**src/rtl/dtr_pkg.sv**
```systemverilog
package dtr_pkg;

  typedef enum logic [1:0] {
    OP_READ_LOCAL = 2'd0,
    OP_READ_TASK  = 2'd1,
    OP_LOAD_LOCAL = 2'd2,
    OP_LOAD_TASK  = 2'd3
  } dtr_op_e;

  typedef enum logic [1:0] {
    ST_OK    = 2'd0,
    ST_PRIV  = 2'd1,
    ST_MEMER = 2'd2
  } dtr_status_e;

  localparam int SEL_W      = 16;
  localparam int REG_W      = 32;
  localparam int STEP_W     = 3;
  localparam logic [STEP_W-1:0] LAST_READ  = 3'd5;
  localparam logic [STEP_W-1:0] WRITE_STEP = 3'd6;

  // raw descriptor pieces as captured from memory
  typedef struct packed {
    logic [15:0] lim_lo;
    logic [15:0] base_lo;
    logic [7:0]  base_mid;
    logic [7:0]  acc;
    logic [7:0]  attr;
    logic [7:0]  base_hi;
  } desc_raw_t;

  // byte offset inside the descriptor for each fetch step
  function automatic logic [2:0] step_offset(input logic [STEP_W-1:0] s);
    case (s)
      3'd0:    step_offset = 3'd0;
      3'd1:    step_offset = 3'd2;
      3'd2:    step_offset = 3'd4;
      3'd3:    step_offset = 3'd5;
      3'd4:    step_offset = 3'd6;
      3'd5:    step_offset = 3'd7;
      default: step_offset = 3'd5;
    endcase
  endfunction

endpackage

```
**src/rtl/stl_unpack.sv**
```systemverilog
module stl_unpack
  import dtr_pkg::*;
#(
  parameter int PAGE_SHIFT = 12
) (
  input  desc_raw_t        raw,
  input  logic             is_task,
  output logic [REG_W-1:0] base,
  output logic [REG_W-1:0] limit,
  output logic [7:0]       access,
  output logic [7:0]       busy_byte
);
  localparam int RAW_LIM_W = 20;
  localparam logic [REG_W-1:0] LOW_FILL = REG_W'((64'd1 << PAGE_SHIFT) - 64'd1);

  logic [RAW_LIM_W-1:0] lim_raw;
  logic [REG_W-1:0]     lim_ext;
  logic                 gran;

  assign lim_raw   = {raw.attr[3:0], raw.lim_lo};
  assign lim_ext   = REG_W'(lim_raw);
  assign gran      = raw.attr[7];
  assign base      = {raw.base_hi, raw.base_mid, raw.base_lo};
  assign limit     = gran ? ((lim_ext << PAGE_SHIFT) | LOW_FILL) : lim_ext;
  assign busy_byte = raw.acc | 8'h02;
  assign access    = is_task ? busy_byte : raw.acc;

endmodule

```
**src/rtl/stl_shadow.sv**
```systemverilog
module stl_shadow
  import dtr_pkg::*;
(
  input  logic             clk,
  input  logic             rst_n,
  input  logic             commit,
  input  logic [SEL_W-1:0] sel_in,
  input  logic [REG_W-1:0] base_in,
  input  logic [REG_W-1:0] limit_in,
  input  logic [7:0]       access_in,
  output logic [SEL_W-1:0] sel_q,
  output logic [REG_W-1:0] base_q,
  output logic [REG_W-1:0] limit_q,
  output logic [7:0]       access_q
);
  always_ff @(posedge clk) begin
    if (!rst_n) begin
      sel_q    <= '0;
      base_q   <= '0;
      limit_q  <= '0;
      access_q <= '0;
    end else if (commit) begin
      sel_q    <= sel_in;
      base_q   <= base_in;
      limit_q  <= limit_in;
      access_q <= access_in;
    end
  end

  // contents move only on a commit
  assert_hold_no_commit_R8: assert property (@(posedge clk) disable iff (!rst_n)
    !commit |=> ($stable(sel_q) && $stable(base_q) && $stable(limit_q) && $stable(access_q)));

endmodule

```
**src/rtl/stl_sequencer.sv**
```systemverilog
module stl_sequencer
  import dtr_pkg::*;
#(
  parameter int ADDR_W = 32
) (
  input  logic              clk,
  input  logic              rst_n,
  input  logic              cmd_valid,
  output logic              cmd_ready,
  input  logic [1:0]        cmd_op,
  input  logic [SEL_W-1:0]  cmd_sel,
  input  logic [1:0]        cur_cpl,
  input  logic              virt_mode,
  input  logic              prot_en,
  input  logic [ADDR_W-1:0] gtab_base,
  input  logic [SEL_W-1:0]  held_local_sel,
  input  logic [SEL_W-1:0]  held_task_sel,
  input  logic [7:0]        busy_byte,
  output logic              mem_req_valid,
  input  logic              mem_req_ready,
  output logic              mem_we,
  output logic              mem_word,
  output logic [ADDR_W-1:0] mem_addr,
  output logic [15:0]       mem_wdata,
  input  logic              mem_rsp_valid,
  input  logic              mem_rsp_fault,
  input  logic [15:0]       mem_rsp_data,
  output desc_raw_t         raw,
  output logic              is_task,
  output logic [SEL_W-1:0]  load_sel,
  output logic              commit_local,
  output logic              commit_task,
  output logic              done,
  output logic [1:0]        done_status,
  output logic [SEL_W-1:0]  result_sel
);
  typedef enum logic [1:0] {S_IDLE, S_ISSUE, S_WAIT, S_FIN} seq_state_e;

  seq_state_e        state;
  logic [STEP_W-1:0] step;
  dtr_op_e           op_q;
  logic [SEL_W-1:0]  sel_q;
  logic [ADDR_W-1:0] dbase_q;
  desc_raw_t         raw_q;
  dtr_status_e       status_q;
  logic [SEL_W-1:0]  result_q;

  logic cmd_fire;
  logic priv_bad;
  logic last_step;
  logic [ADDR_W-1:0] sel_offset;

  assign cmd_ready  = (state == S_IDLE);
  assign cmd_fire   = cmd_valid && cmd_ready;
  assign priv_bad   = prot_en && ((cur_cpl != 2'd0) || virt_mode);
  assign sel_offset = ADDR_W'({cmd_sel[SEL_W-1:3], 3'b000});
  assign last_step  = (step == WRITE_STEP) ||
                      ((step == LAST_READ) && (op_q != OP_LOAD_TASK));

  always_ff @(posedge clk) begin
    if (!rst_n) begin
      state    <= S_IDLE;
      step     <= '0;
      op_q     <= OP_READ_LOCAL;
      sel_q    <= '0;
      dbase_q  <= '0;
      raw_q    <= '0;
      status_q <= ST_OK;
      result_q <= '0;
    end else begin
      case (state)
        S_IDLE: begin
          if (cmd_fire) begin
            op_q     <= dtr_op_e'(cmd_op);
            sel_q    <= cmd_sel;
            dbase_q  <= gtab_base + sel_offset;
            step     <= '0;
            result_q <= '0;
            status_q <= ST_OK;
            if (!cmd_op[1]) begin
              result_q <= cmd_op[0] ? held_task_sel : held_local_sel;
              state    <= S_FIN;
            end else if (priv_bad) begin
              status_q <= ST_PRIV;
              state    <= S_FIN;
            end else begin
              state    <= S_ISSUE;
            end
          end
        end
        S_ISSUE: begin
          if (mem_req_ready) state <= S_WAIT;
        end
        S_WAIT: begin
          if (mem_rsp_valid) begin
            if (mem_rsp_fault) begin
              status_q <= ST_MEMER;
              state    <= S_FIN;
            end else begin
              case (step)
                3'd0: raw_q.lim_lo   <= mem_rsp_data;
                3'd1: raw_q.base_lo  <= mem_rsp_data;
                3'd2: raw_q.base_mid <= mem_rsp_data[7:0];
                3'd3: raw_q.acc      <= mem_rsp_data[7:0];
                3'd4: raw_q.attr     <= mem_rsp_data[7:0];
                3'd5: raw_q.base_hi  <= mem_rsp_data[7:0];
                default: ;
              endcase
              if (last_step) begin
                state <= S_FIN;
              end else begin
                step  <= step + 3'd1;
                state <= S_ISSUE;
              end
            end
          end
        end
        default: state <= S_IDLE;
      endcase
    end
  end

  assign mem_req_valid = (state == S_ISSUE);
  assign mem_we        = (step == WRITE_STEP);
  assign mem_word      = (step < 3'd2);
  assign mem_addr      = dbase_q + ADDR_W'(step_offset(step));
  assign mem_wdata     = {8'h00, busy_byte};

  assign raw          = raw_q;
  assign is_task      = (op_q == OP_LOAD_TASK);
  assign load_sel     = sel_q;
  assign done         = (state == S_FIN);
  assign done_status  = status_q;
  assign result_sel   = result_q;
  assign commit_local = done && (status_q == ST_OK) && (op_q == OP_LOAD_LOCAL);
  assign commit_task  = done && (status_q == ST_OK) && (op_q == OP_LOAD_TASK);

  // a refused load finishes at once without touching memory
  assert_priv_no_mem_R1: assert property (@(posedge clk) disable iff (!rst_n)
    (cmd_fire && cmd_op[1] && priv_bad) |=> (done && !mem_req_valid && !commit_local && !commit_task));

  // read operations finish at once with no memory request
  assert_read_no_mem_R7: assert property (@(posedge clk) disable iff (!rst_n)
    (cmd_fire && !cmd_op[1]) |=> (done && !mem_req_valid));

  // the only write is a byte write carrying the busy bit, for a task load
  assert_busy_write_R6: assert property (@(posedge clk) disable iff (!rst_n)
    (mem_req_valid && mem_we) |-> (!mem_word && mem_wdata[1] && is_task));

  // a faulted response never leads to a commit
  assert_fault_no_commit_R8: assert property (@(posedge clk) disable iff (!rst_n)
    (state == S_WAIT && mem_rsp_valid && mem_rsp_fault) |=> (done && !commit_local && !commit_task));

  // done lasts one cycle and the block is busy after acceptance
  assert_done_pulse_R9: assert property (@(posedge clk) disable iff (!rst_n)
    done |=> !done);
  assert_busy_after_fire_R9: assert property (@(posedge clk) disable iff (!rst_n)
    cmd_fire |=> !cmd_ready);

  // a stalled request is held unchanged
  assert_req_stable_R11: assert property (@(posedge clk) disable iff (!rst_n)
    (mem_req_valid && !mem_req_ready) |=>
      (mem_req_valid && $stable(mem_addr) && $stable(mem_we) && $stable(mem_word)));

endmodule

```
**src/rtl/seg_table_loader.sv**
```systemverilog
module seg_table_loader
  import dtr_pkg::*;
#(
  parameter int ADDR_W     = 32,
  parameter int PAGE_SHIFT = 12
) (
  input  logic              clk,
  input  logic              rst_n,
  input  logic              cmd_valid,
  output logic              cmd_ready,
  input  logic [1:0]        cmd_op,
  input  logic [15:0]       cmd_sel,
  input  logic [1:0]        cur_cpl,
  input  logic              virt_mode,
  input  logic              prot_en,
  input  logic [ADDR_W-1:0] gtab_base,
  output logic              done,
  output logic [1:0]        done_status,
  output logic [15:0]       result_sel,
  output logic              mem_req_valid,
  input  logic              mem_req_ready,
  output logic              mem_we,
  output logic              mem_word,
  output logic [ADDR_W-1:0] mem_addr,
  output logic [15:0]       mem_wdata,
  input  logic              mem_rsp_valid,
  input  logic              mem_rsp_fault,
  input  logic [15:0]       mem_rsp_data,
  output logic [15:0]       ldt_sel,
  output logic [31:0]       ldt_base,
  output logic [31:0]       ldt_limit,
  output logic [7:0]        ldt_access,
  output logic [15:0]       tr_sel,
  output logic [31:0]       tr_base,
  output logic [31:0]       tr_limit,
  output logic [7:0]        tr_access
);
  localparam int NUM_REGS = 2;   // index 0: local table, 1: task

  desc_raw_t        raw;
  logic             is_task;
  logic [SEL_W-1:0] load_sel;
  logic             commit_local;
  logic             commit_task;
  logic [REG_W-1:0] u_base;
  logic [REG_W-1:0] u_limit;
  logic [7:0]       u_access;
  logic [7:0]       u_busy;

  logic [NUM_REGS-1:0] commit;
  logic [SEL_W-1:0]    sh_sel    [NUM_REGS];
  logic [REG_W-1:0]    sh_base   [NUM_REGS];
  logic [REG_W-1:0]    sh_limit  [NUM_REGS];
  logic [7:0]          sh_access [NUM_REGS];

  stl_sequencer #(.ADDR_W(ADDR_W)) u_seq (
    .clk           (clk),
    .rst_n         (rst_n),
    .cmd_valid     (cmd_valid),
    .cmd_ready     (cmd_ready),
    .cmd_op        (cmd_op),
    .cmd_sel       (cmd_sel),
    .cur_cpl       (cur_cpl),
    .virt_mode     (virt_mode),
    .prot_en       (prot_en),
    .gtab_base     (gtab_base),
    .held_local_sel(sh_sel[0]),
    .held_task_sel (sh_sel[1]),
    .busy_byte     (u_busy),
    .mem_req_valid (mem_req_valid),
    .mem_req_ready (mem_req_ready),
    .mem_we        (mem_we),
    .mem_word      (mem_word),
    .mem_addr      (mem_addr),
    .mem_wdata     (mem_wdata),
    .mem_rsp_valid (mem_rsp_valid),
    .mem_rsp_fault (mem_rsp_fault),
    .mem_rsp_data  (mem_rsp_data),
    .raw           (raw),
    .is_task       (is_task),
    .load_sel      (load_sel),
    .commit_local  (commit_local),
    .commit_task   (commit_task),
    .done          (done),
    .done_status   (done_status),
    .result_sel    (result_sel)
  );

  stl_unpack #(.PAGE_SHIFT(PAGE_SHIFT)) u_unpack (
    .raw      (raw),
    .is_task  (is_task),
    .base     (u_base),
    .limit    (u_limit),
    .access   (u_access),
    .busy_byte(u_busy)
  );

  assign commit = {commit_task, commit_local};

  generate
    for (genvar g = 0; g < NUM_REGS; g++) begin : g_shadow
      stl_shadow u_reg (
        .clk      (clk),
        .rst_n    (rst_n),
        .commit   (commit[g]),
        .sel_in   (load_sel),
        .base_in  (u_base),
        .limit_in (u_limit),
        .access_in(u_access),
        .sel_q    (sh_sel[g]),
        .base_q   (sh_base[g]),
        .limit_q  (sh_limit[g]),
        .access_q (sh_access[g])
      );
    end
  endgenerate

  assign ldt_sel    = sh_sel[0];
  assign ldt_base   = sh_base[0];
  assign ldt_limit  = sh_limit[0];
  assign ldt_access = sh_access[0];
  assign tr_sel     = sh_sel[1];
  assign tr_base    = sh_base[1];
  assign tr_limit   = sh_limit[1];
  assign tr_access  = sh_access[1];

  // a committed task register always carries the busy bit
  assert_task_busy_R6: assert property (@(posedge clk) disable iff (!rst_n)
    commit_task |=> tr_access[1]);

  // at most one register commits per command
  assert_single_commit_R9: assert property (@(posedge clk) disable iff (!rst_n)
    $onehot0(commit));

endmodule

```
**config.mk**
```make
export PLATFORM = sky130hd
export DESIGN_NAME = seg_table_loader
export DESIGN_NICKNAME = d
export VERILOG_FILES = /design/src/rtl/dtr_pkg.sv /design/src/rtl/stl_unpack.sv /design/src/rtl/stl_shadow.sv /design/src/rtl/stl_sequencer.sv /design/src/rtl/seg_table_loader.sv
export SDC_FILE = /design/constraint.sdc
export NUM_CORES = 1
export LEC_CHECK = 0
export BUFFER_PORTS_ARGS = -buffer_cell sky130_fd_sc_hd__buf_4
export CAP_MARGIN = 20
export CORE_ASPECT_RATIO = 1.25
export CORE_MARGIN = 2
export CORE_UTILIZATION = 38
export CTS_BUF_LIST = sky130_fd_sc_hd__clkbuf_16
export DETAILED_ROUTE_END_ITERATION = 8
export SETUP_SLACK_MARGIN = 0.1
export SYNTH_ARGS = -nofsm -noshare
export SYNTH_HDL_FRONTEND = slang
export SYNTH_HIERARCHICAL = 1
export SYNTH_SLANG_ARGS = --single-unit
```
**constraint.sdc**
```tcl
create_clock -name clk -period 3.6 [get_ports clk]
set_input_delay 0.72 -clock clk [delete_from_list [all_inputs] [get_ports clk]]
set_output_delay 0.72 -clock clk [all_outputs]
set_load 0.02 [all_outputs]
```
* After elaboration in Yosys (flattened, before gate mapping) *
Index checks and enable logic that the tools add are counted.
W data, S select, Z words.

word-level totals
  flip-flop bits (word level) = 313
  bits of input ports = 76
  output and inout port bits = 247

operators by class
  $add $sub $neg = 3
  $lt $le $gt $ge = 1
  equality and inequality tests = 18
  multiplexer cells = 24
  bitwise logic cells = 1
  reduce and logical (&&, ||, !) cells = 23

operator list
  operator               number
  $add A32 B16 Y32       1
  $add A32 B3 Y32        1
  $mux W16               2
  $mux W32               1
  $reduce_and A4 Y1      7
  $mux W2                12
  $pmux W3 S5            1
  $mux W3                4
  $ne A2 B2 Y1 const B   6
  $eq A3 B3 Y1 const B   3
  $eq A2 B2 Y1 const B   4
  $eq A3 B2 Y1 const B   2
  $logic_and A1 B1 Y1    6
  $pmux W2 S3            1
  $pmux W3 S2            1
  $reduce_and A5 Y1      1
  $logic_not A2 Y1       2
  $pmux W2 S2            1
  $reduce_bool A2 Y1     2
  $add A3 B1 Y3 const B  1
  $eq A3 B1 Y1 const B   1
  $logic_not A3 Y1       1
  $lt A3 B2 Y1 const B   1
  $reduce_and A3 Y1      1
  other kinds (6)        7

* Depth between registers and ports, before layout *
Gate-level depths: netlist of the first run.

  word-level depth = 7
  depth in mapped cells = 12

* Modules after synthesis *
Netlist of the first run, hierarchy kept.

by module, submodules not included
  module         times used  cells each  area each (um^2)
  stl_sequencer  1           897         7096.8
  stl_shadow     2           283         3325.7
  stl_unpack     1           84          649.4

* Least setup slack after synthesis of the first run *
No wires, ideal clock.

  path kind = register to output
  start = register u_seq.step[0]
  end = output mem_addr[26]
  arrival = 2660 ps
  path slack = 220 ps
  cell stages (with the launch flop) = 12
  buffers on the path = 1
  cell sequence = dfxtp_1 > inv_1 > ha_1 > clkbuf_1 > nor2_1 > o21ai_0 > ha_1 > a21oi_1 > or4_4 > nor2_2 > nand4_1 > xnor2_1

between the ends
  word-level cells in the longest chain between the ends = 3
  elaborated cells between the ends (all ways) = 7

ends and longest elaborated chain
  item                                        line                    text
  start: declaration                          stl_sequencer.sv:40     logic [STEP_W-1:0] step;
  start signal: assignment                    stl_sequencer.sv:112    step <= step + 3'd1;
  $eq A3 B3 Y1, or another cell as far along  dtr_pkg.sv:34           case (s)
  $pmux W3 S5 (*)                             dtr_pkg.sv:34
  $add A32 B3 Y32 (*)                         stl_sequencer.sv:126    assign mem_addr = dbase_q + ADDR_W'(step_offset(step));
  end: declaration                            seg_table_loader.sv:24  output logic [ADDR_W-1:0] mem_addr,

Every way passes the cells marked *; elsewhere a longest branch is shown, timed or not.

* Worst setup path in the final report of the first run *
  start = register u_seq.step[1]
  end = output mem_addr[26]

Same word-level chain as after synthesis.

==> Implementation_results.wiki, run 1 <==
{| class="wikitable"
! Metric !! Value
|-
| Worst-case hold path end point || u_seq/dbase_q[0]
|-
| Final Max Slew Viols || 0
|-
| Mean post-synth cell area || 9.30 µm²
|-
| First-pass detailed-route iteration total || 5
|-
| Initial Util || 38.5%
|-
| DP Area || 16500 µm²
|-
| Post-layout total power || 8.03 mW
|-
| RSZ-0062 raised after global routing || yes
|-
| Reg-to-reg setup timing slack || 1330 ps
|-
| Clock tree root driver cell || sky130_fd_sc_hd__clkbuf_16
|-
| Min-Delay Path Class || in2reg
|-
| CTS HTree Levels || 2
|-
| Post-DR wirelength/cell || 18.4 µm
|-
| Crit Path Class || reg2out
|-
| Share of post-route cells with drive strength above 1 || 25.7%
|-
| Req. time, crit path || 2880 ps
|-
| Die extent in x || 177 µm
|-
| Accumulated negative setup slack || -778 ps
|-
| Die Y || 221 µm
|-
| Antenna violations before repair || 1
|-
| Half-perimeter wire length after placement || 30.3 mm
|-
| Peak supply drop || 0.266 mV
|-
| Maximum achievable frequency || 265 MHz
|-
| Peak fanout along the critical path || 4
|-
| Synth warnings || 6
|-
| Beginning of the worst hold path || gtab_base[0]
|-
| Iteration-0 DRC count of the detailed router || 524
|-
| Total global-route track usage || 20.5%
|-
| Gr ovfl total || 0
|-
| Worst slack, placed || 36.5 ps
|-
| Max-Cap Viols || 0
|-
| Clock latency on the worst-skew pair || 520 ps
|-
| ANT cells || 0
|-
| Final standard cell utilization of the core || 48.0%
|-
| FF/Latch Area || 6210 µm²
|-
| Maximum root-to-sink buffer count || 3
|-
| Maximum number of pins on one net before global-route repair || 202
|-
| Post-route DRC || 0
|-
| Quantity of hold-fixing buffers added after cts || 0
|-
| Leakage component of the power || 6.80 nW
|-
| Count of nets after finishing || 1871
|-
| Run status || finished, violations left
|-
| Clock slew at reported path FFs || 50 ps
|-
| CTS tree || done
|-
| Final critical-path share of the clock period || 105%
|-
| Number of cells on the worst reg-to-reg path || 6
|-
| Post-route cell area || 17800 µm²
|-
| Number of clock buffers inserted by TritonCTS || 35
|-
| Area growth syn-to-layout || 24.8%
|-
| Placement Rows || 79
|-
| Aggregate routed wire length || 42.0 mm
|-
| Setup ws final || -169 ps
|-
| Failing checks || negative setup slack
|-
| Number of standard cells after synthesis || 1538
|-
| Placer's final routability congestion estimate || 0.868
|-
| Filler cell count in the final layout || 3609
|-
| Total number of clock tree sinks || 310
|-
| Core Box Area || 37200 µm²
|-
| Number of cells on the worst hold path || 3
|-
| Final-report setup violation count || 10
|-
| Signal arrival time at the worst endpoint || 3050 ps
|-
| Headroom to the max-slew limit || 36.4%
|-
| Final clock skew || 16.8 ps
|-
| Clock period minus worst slack || 3770 ps
|-
| Overall die area || 39200 µm²
|-
| Reg-to-Reg End || u_seq/raw[35]
|-
| Type of origin of the critical path || register
|-
| Via density || 4.96
|-
| Capturing element type of the critical path || output pin
|-
| Power density over the cells || 450 nW/µm²
|-
| Vias after detailed routing || 11308
|-
| Reg-to-reg startpoint || u_seq/state[1]
|-
| Least-Margin Pin Slew || 946 ps
|-
| Vias in the first global route || 10733
|-
| Number of nets with antenna violations after routing || 0
|-
| Cell area after synthesis || 14300 µm²
|-
| Final Hold Vio Count || 0
|-
| Count of input and output buffers || 313
|-
| Area of the multi-input gates || 7240 µm²
|-
| First-pass GRT wire length || 62.9 mm
|-
| I/O pin count || 323
|}
## worst max-delay path, cell delays in order, from the launching register on
cell	delay, ps
sky130_fd_sc_hd__dfxtp_4	380
sky130_fd_sc_hd__inv_4	40
sky130_fd_sc_hd__ha_4	160
sky130_fd_sc_hd__nor2_4	110
sky130_fd_sc_hd__nor2_2	40
sky130_fd_sc_hd__a21oi_2	130
sky130_fd_sc_hd__ha_2	200
sky130_fd_sc_hd__fa_2	230
sky130_fd_sc_hd__a21oi_4	70
sky130_fd_sc_hd__or4_4	530
sky130_fd_sc_hd__nor2_4	140
sky130_fd_sc_hd__nand4_1	130
sky130_fd_sc_hd__xnor2_1	200
sky130_fd_sc_hd__buf_4	170
## how the worst max path moves through the flow
stage                  start           end  cells past startpoint
2_1_floorplan  u_seq/step[0]  mem_addr[26]                     11
3_3_place_gp   u_seq/step[0]  mem_addr[26]                     13
3_5_place_dp   u_seq/step[1]  mem_addr[30]                     12
4_1_cts        u_seq/step[0]  mem_addr[26]                     13
5_1_grt        u_seq/step[1]  mem_addr[26]                     13
6_report       u_seq/step[1]  mem_addr[26]                     13
## cells in the final DEF, fill, tap and decap left out, types with 3 or more instances in the layout
cell                        instances
sky130_fd_sc_hd__nor3_2             3
sky130_fd_sc_hd__dfxtp_1          308
sky130_fd_sc_hd__a211oi_1           8
sky130_fd_sc_hd__a31oi_1           10
sky130_fd_sc_hd__and3_1             9
sky130_fd_sc_hd__o211ai_1           4
sky130_fd_sc_hd__mux2_4             6
sky130_fd_sc_hd__inv_1             23
sky130_fd_sc_hd__clkbuf_16         37
sky130_fd_sc_hd__and2_1            17
sky130_fd_sc_hd__nor2_4             7
sky130_fd_sc_hd__clkinv_1           8
sky130_fd_sc_hd__nor3_1            25
sky130_fd_sc_hd__nor4_4             3
sky130_fd_sc_hd__nand4_1            9
sky130_fd_sc_hd__a21o_1             6
sky130_fd_sc_hd__nand2_1          168
sky130_fd_sc_hd__nor2_1            61
sky130_fd_sc_hd__a21oi_1          112
sky130_fd_sc_hd__nor3b_1            3
sky130_fd_sc_hd__o21bai_1           4
sky130_fd_sc_hd__conb_1             9
sky130_fd_sc_hd__clkinv_2           4
sky130_fd_sc_hd__buf_4            340
sky130_fd_sc_hd__or2_2             13
sky130_fd_sc_hd__nor2_2             5
sky130_fd_sc_hd__mux2i_1          214
sky130_fd_sc_hd__buf_12             3
sky130_fd_sc_hd__and4_1             5
sky130_fd_sc_hd__xor2_1            11
sky130_fd_sc_hd__o21ai_0           24
sky130_fd_sc_hd__nor2b_1          176
sky130_fd_sc_hd__nand2b_1           6
sky130_fd_sc_hd__nand3_1           46
sky130_fd_sc_hd__xnor2_1           22
sky130_fd_sc_hd__nand4b_1           3
sky130_fd_sc_hd__ha_1              18
sky130_fd_sc_hd__or3_1              5
## sequential cells by signal, summed over array words and instances (netlist names), 3 cells and up
signal	count
g_shadow.u_reg/base_q	64
g_shadow.u_reg/limit_q	64
u_seq/raw	61
g_shadow.u_reg/sel_q	32
u_seq/dbase_q	32
g_shadow.u_reg/access_q	16
u_seq/load_sel	16
u_seq/result_sel	16
u_seq/step	3
## through the flow
stage	cells	hold slack, ps
4_1_cts	2278	431
3_5_place_dp	2207	456
5_1_grt	2281	452
6_report	2281	458
3_3_place_gp	2207	439
2_1_floorplan	1545	431
## routing by layer
layer  part of all wire (%)  vias to the layer above  track usage, %
met5                  0.038                        -               0
met4                    2.9                        2            6.43
met3                    6.7                       69            5.53
met2                     50                      302            36.0
met1                     40                     5322            24.1
li1                       -                     5613               -
## power breakdown
group	leakage, nW	switching (mW)	internal [mW]	total, mW
Sequential	2.51	0.115	3.52	3.64
Combinational	3.74	0.621	0.402	1.02
Clock	0.555	1.39	1.98	3.37
Total	6.80	2.13	5.91	8.03
## area by class of cell
type                       count  share of cell area (%)
tap                          486                    3.41
inverter                      18                   0.407
sequential                   310                    34.8
clock inverter                23                   0.827
timing repair buffer         345                    14.8
clock buffer                  37                    5.19
multi-input combinational   1062                    40.6
## repair_timing
action	in CTS	in global routing
endpoints found under the setup margin	25	25
pin swaps	13	4
buffers inserted	11	3
gates resized for setup	27	15
Note: power is estimated with default switching activity, not from simulation.
==> inputs of run 2 (changes only) <==
GPL_TIMING_DRIVEN = 0   (was unset)
SETUP_SLACK_MARGIN = 0.02   (was 0.1)
==> run 2 against run 1 <==
  * The flow still finishes with violations (negative setup slack)
  * Non-clock buffer count increased by 134
  * Register-to-register slack lost 540 ps
  * Sequential power about the same
  * Setup slack got worse by 48 ps
  * Die area is the same
  * Cell count is 5.9% higher
  * First-iteration DRC count is 44% higher
  * Global-route usage is 2.0 points higher
  * Sequential share of layout area fell by 1.4 points
  * Highest routed layer unchanged
==> Implementation_results.wiki, run 2 (synthesized netlist as in run 1, its figures left out) <==
{| class="wikitable"
! Metric !! Value
|-
| Maximum number of pins on one net before global-route repair || 16
|-
| Share of post-route cells with drive strength above 1 || 28.0%
|-
| Count of input and output buffers || 308
|-
| Overall die area || 39200 µm²
|-
| Count of nets after finishing || 2004
|-
| Clock latency on the worst-skew pair || 520 ps
|-
| Min-Delay Path Class || in2reg
|-
| Capturing element type of the critical path || output pin
|-
| ANT cells || 0
|-
| Delay of the slowest critical-path stage || 590 ps
|-
| Max-Cap Viols || 0
|-
| Vias in the first global route || 11668
|-
| Number of cells on the worst hold path || 3
|-
| Total global-route track usage || 22.5%
|-
| Cell with the largest stage delay on the worst path || sky130_fd_sc_hd__or4_4
|-
| Filler cell count in the final layout || 3624
|-
| Clock tree root driver cell || sky130_fd_sc_hd__clkbuf_16
|-
| First-pass detailed-route iteration total || 5
|-
| First-pass GRT wire length || 67.8 mm
|-
| Post-route DRC || 0
|-
| DP Cell Count || 2339
|-
| I/O pin count || 323
|-
| Least-Margin Pin Slew || 861 ps
|-
| Worst hold-check slack || 448 ps
|-
| Final clock skew || 10.5 ps
|-
| CTS tree || done
|-
| Crit Path Class || reg2out
|-
| Number of clock buffers inserted by TritonCTS || 34
|-
| Number of nets with antenna violations after routing || 0
|-
| Type of origin of the critical path || register
|-
| Headroom to the max-slew limit || 42.6%
|-
| Number of cells on the worst reg-to-reg path || 7
|-
| Final Hold Vio Count || 0
|-
| Clock slew at reported path FFs || 60 ps
|-
| Accumulated negative setup slack || -1570 ps
|-
| Die Y || 221 µm
|-
| CTS HTree Levels || 2
|-
| Maximum achievable frequency || 262 MHz
|-
| Clock period minus worst slack || 3820 ps
|-
| Signal arrival time at the worst endpoint || 3100 ps
|-
| Quantity of hold-fixing buffers added after cts || 0
|-
| Gr ovfl total || 0
|-
| Power density over the cells || 433 nW/µm²
|-
| Req. time, crit path || 2880 ps
|-
| RSZ-0062 raised after global routing || yes
|-
| Most common library cell in the layout ignoring fill and taps || sky130_fd_sc_hd__buf_4
|-
| Aggregate routed wire length || 46.0 mm
|-
| Run status || finished, violations left
|-
| Total number of clock tree sinks || 310
|-
| Peak supply drop || 0.261 mV
|-
| Leakage component of the power || 7.27 nW
|-
| Placement Rows || 79
|-
| Vias after detailed routing || 11917
|-
| Area growth syn-to-layout || 30.0%
|-
| Peak fanout along the critical path || 4
|-
| Final-report setup violation count || 16
|-
| Die extent in x || 177 µm
|-
| Failing checks || negative setup slack
|-
| Half-perimeter wire length after placement || 35.3 mm
|-
| Initial Util || 38.5%
|-
| Core Box Area || 37200 µm²
|-
| Post-DR wirelength/cell || 19.0 µm
|-
| Via density || 4.93
|-
| Antenna violations before repair || 1
|-
| Iteration-0 DRC count of the detailed router || 753
|-
| Final Max Slew Viols || 0
|-
| Final critical-path share of the clock period || 106%
|-
| Maximum root-to-sink buffer count || 3
|-
| Cells along the critical path || inv_4, ha_4, nor2_2, nor2_2, a21oi_4, ha_4, fa_2, a21oi_4, or4_4, nor2_4, nand4_1, xnor2_1, buf_4
|-
| Placer's final routability congestion estimate || 0.949
|-
| Final cell count without fillers || 2415
|-
| Highest-count cells in the layout ignoring fill and taps || sky130_fd_sc_hd__buf_4, sky130_fd_sc_hd__dfxtp_1, sky130_fd_sc_hd__mux2i_1
|-
| Setup ws final || -217 ps
|}
run 2: cell types whose count changed in the layout (fill, tap and decap cells not counted), moves of 3 or more:
cell,change
sky130_fd_sc_hd__buf_4,+62
sky130_fd_sc_hd__clkbuf_1,+49
sky130_fd_sc_hd__inv_1,-3
sky130_fd_sc_hd__buf_8,+5
sky130_fd_sc_hd__nor2_1,+6
sky130_fd_sc_hd__nor2_4,-3
sky130_fd_sc_hd__buf_2,+13
sky130_fd_sc_hd__clkbuf_16,-3
sky130_fd_sc_hd__clkinv_2,+3
sky130_fd_sc_hd__clkbuf_2,+3
sky130_fd_sc_hd__nor2_2,-3
run 2: worst max-delay path: cells and delay by family, from the launching register on:
family | cells | cell delay [ps]
adder cells (fa/ha/maj) | 3 | 550
AO/OA/AOI/OAI | 2 | 230
AND/OR/NAND/NOR | 5 | 1020
buffers and inverters | 2 | 210
flip-flops | 1 | 380
XOR/XNOR | 1 | 180
run 2: through the flow:
| step | area (µm²) | worst slack, ps | power (mW) | utilization, % |
|---|---|---|---|---|
| 2_1_floorplan | 14300 | 220 | 4.31 | - |
| 3_3_place_gp | 17200 | -150 | 4.76 | 46.4 |
| 3_5_place_dp | 17200 | -148 | 4.76 | 46.4 |
| 4_1_cts | 18500 | -229 | 8.11 | 49.7 |
| 5_1_grt | 18600 | -336 | 8.37 | 50.0 |
| 6_report | 18600 | -217 | 8.05 | 50.0 |
run 2: final timing paths:
path             startpoint                 to  slack (ps)
max           u_seq/step[1]       mem_addr[26]        -220
max reg2reg  u_seq/state[1]  u_seq/dbase_q[11]         790
min reg2reg   u_seq/raw[29]      u_seq/raw[29]         460
min              cmd_sel[0]  u_seq/load_sel[0]         450
run 2: final cells by class:
cell class / instances / area, µm² / area share (%)
clock buffer: 34 / 851 / 4.58
multi-input combinational: 1062 / 7210 / 38.8
clock inverter: 26 / 191 / 1.03
inverter: 18 / 73.8 / 0.397
tap: 486 / 608 / 3.27
sequential: 310 / 6210 / 33.4
timing repair buffer: 324 / 2450 / 13.2
buffer: 155 / 987 / 5.31
run 2: report_power, final:
part / total [mW] / switching, mW / leakage, nW / internal [mW]
Sequential: 3.62 / 0.0945 / 2.51 / 3.52
Combinational: 1.14 / 0.706 / 4.23 / 0.432
Clock: 3.30 / 1.43 / 0.536 / 1.88
run 2: repair_timing:
action                                 in CTS  in global routing
endpoints found under the hold margin       0                  0
resized for setup                          25                 15
gates cloned                                0                  0
setup buffers                              12                  4
setup endpoints to repair                  28                 27
pin swaps                                  12                  9
run 2: metal layers:
layer / wire length (µm) / GRT usage [%]
met1: 17900 / 25.3
met2: 23200 / 40.3
met3: 2980 / 5.15
met4: 1900 / 9.60
met5: 16 / 0
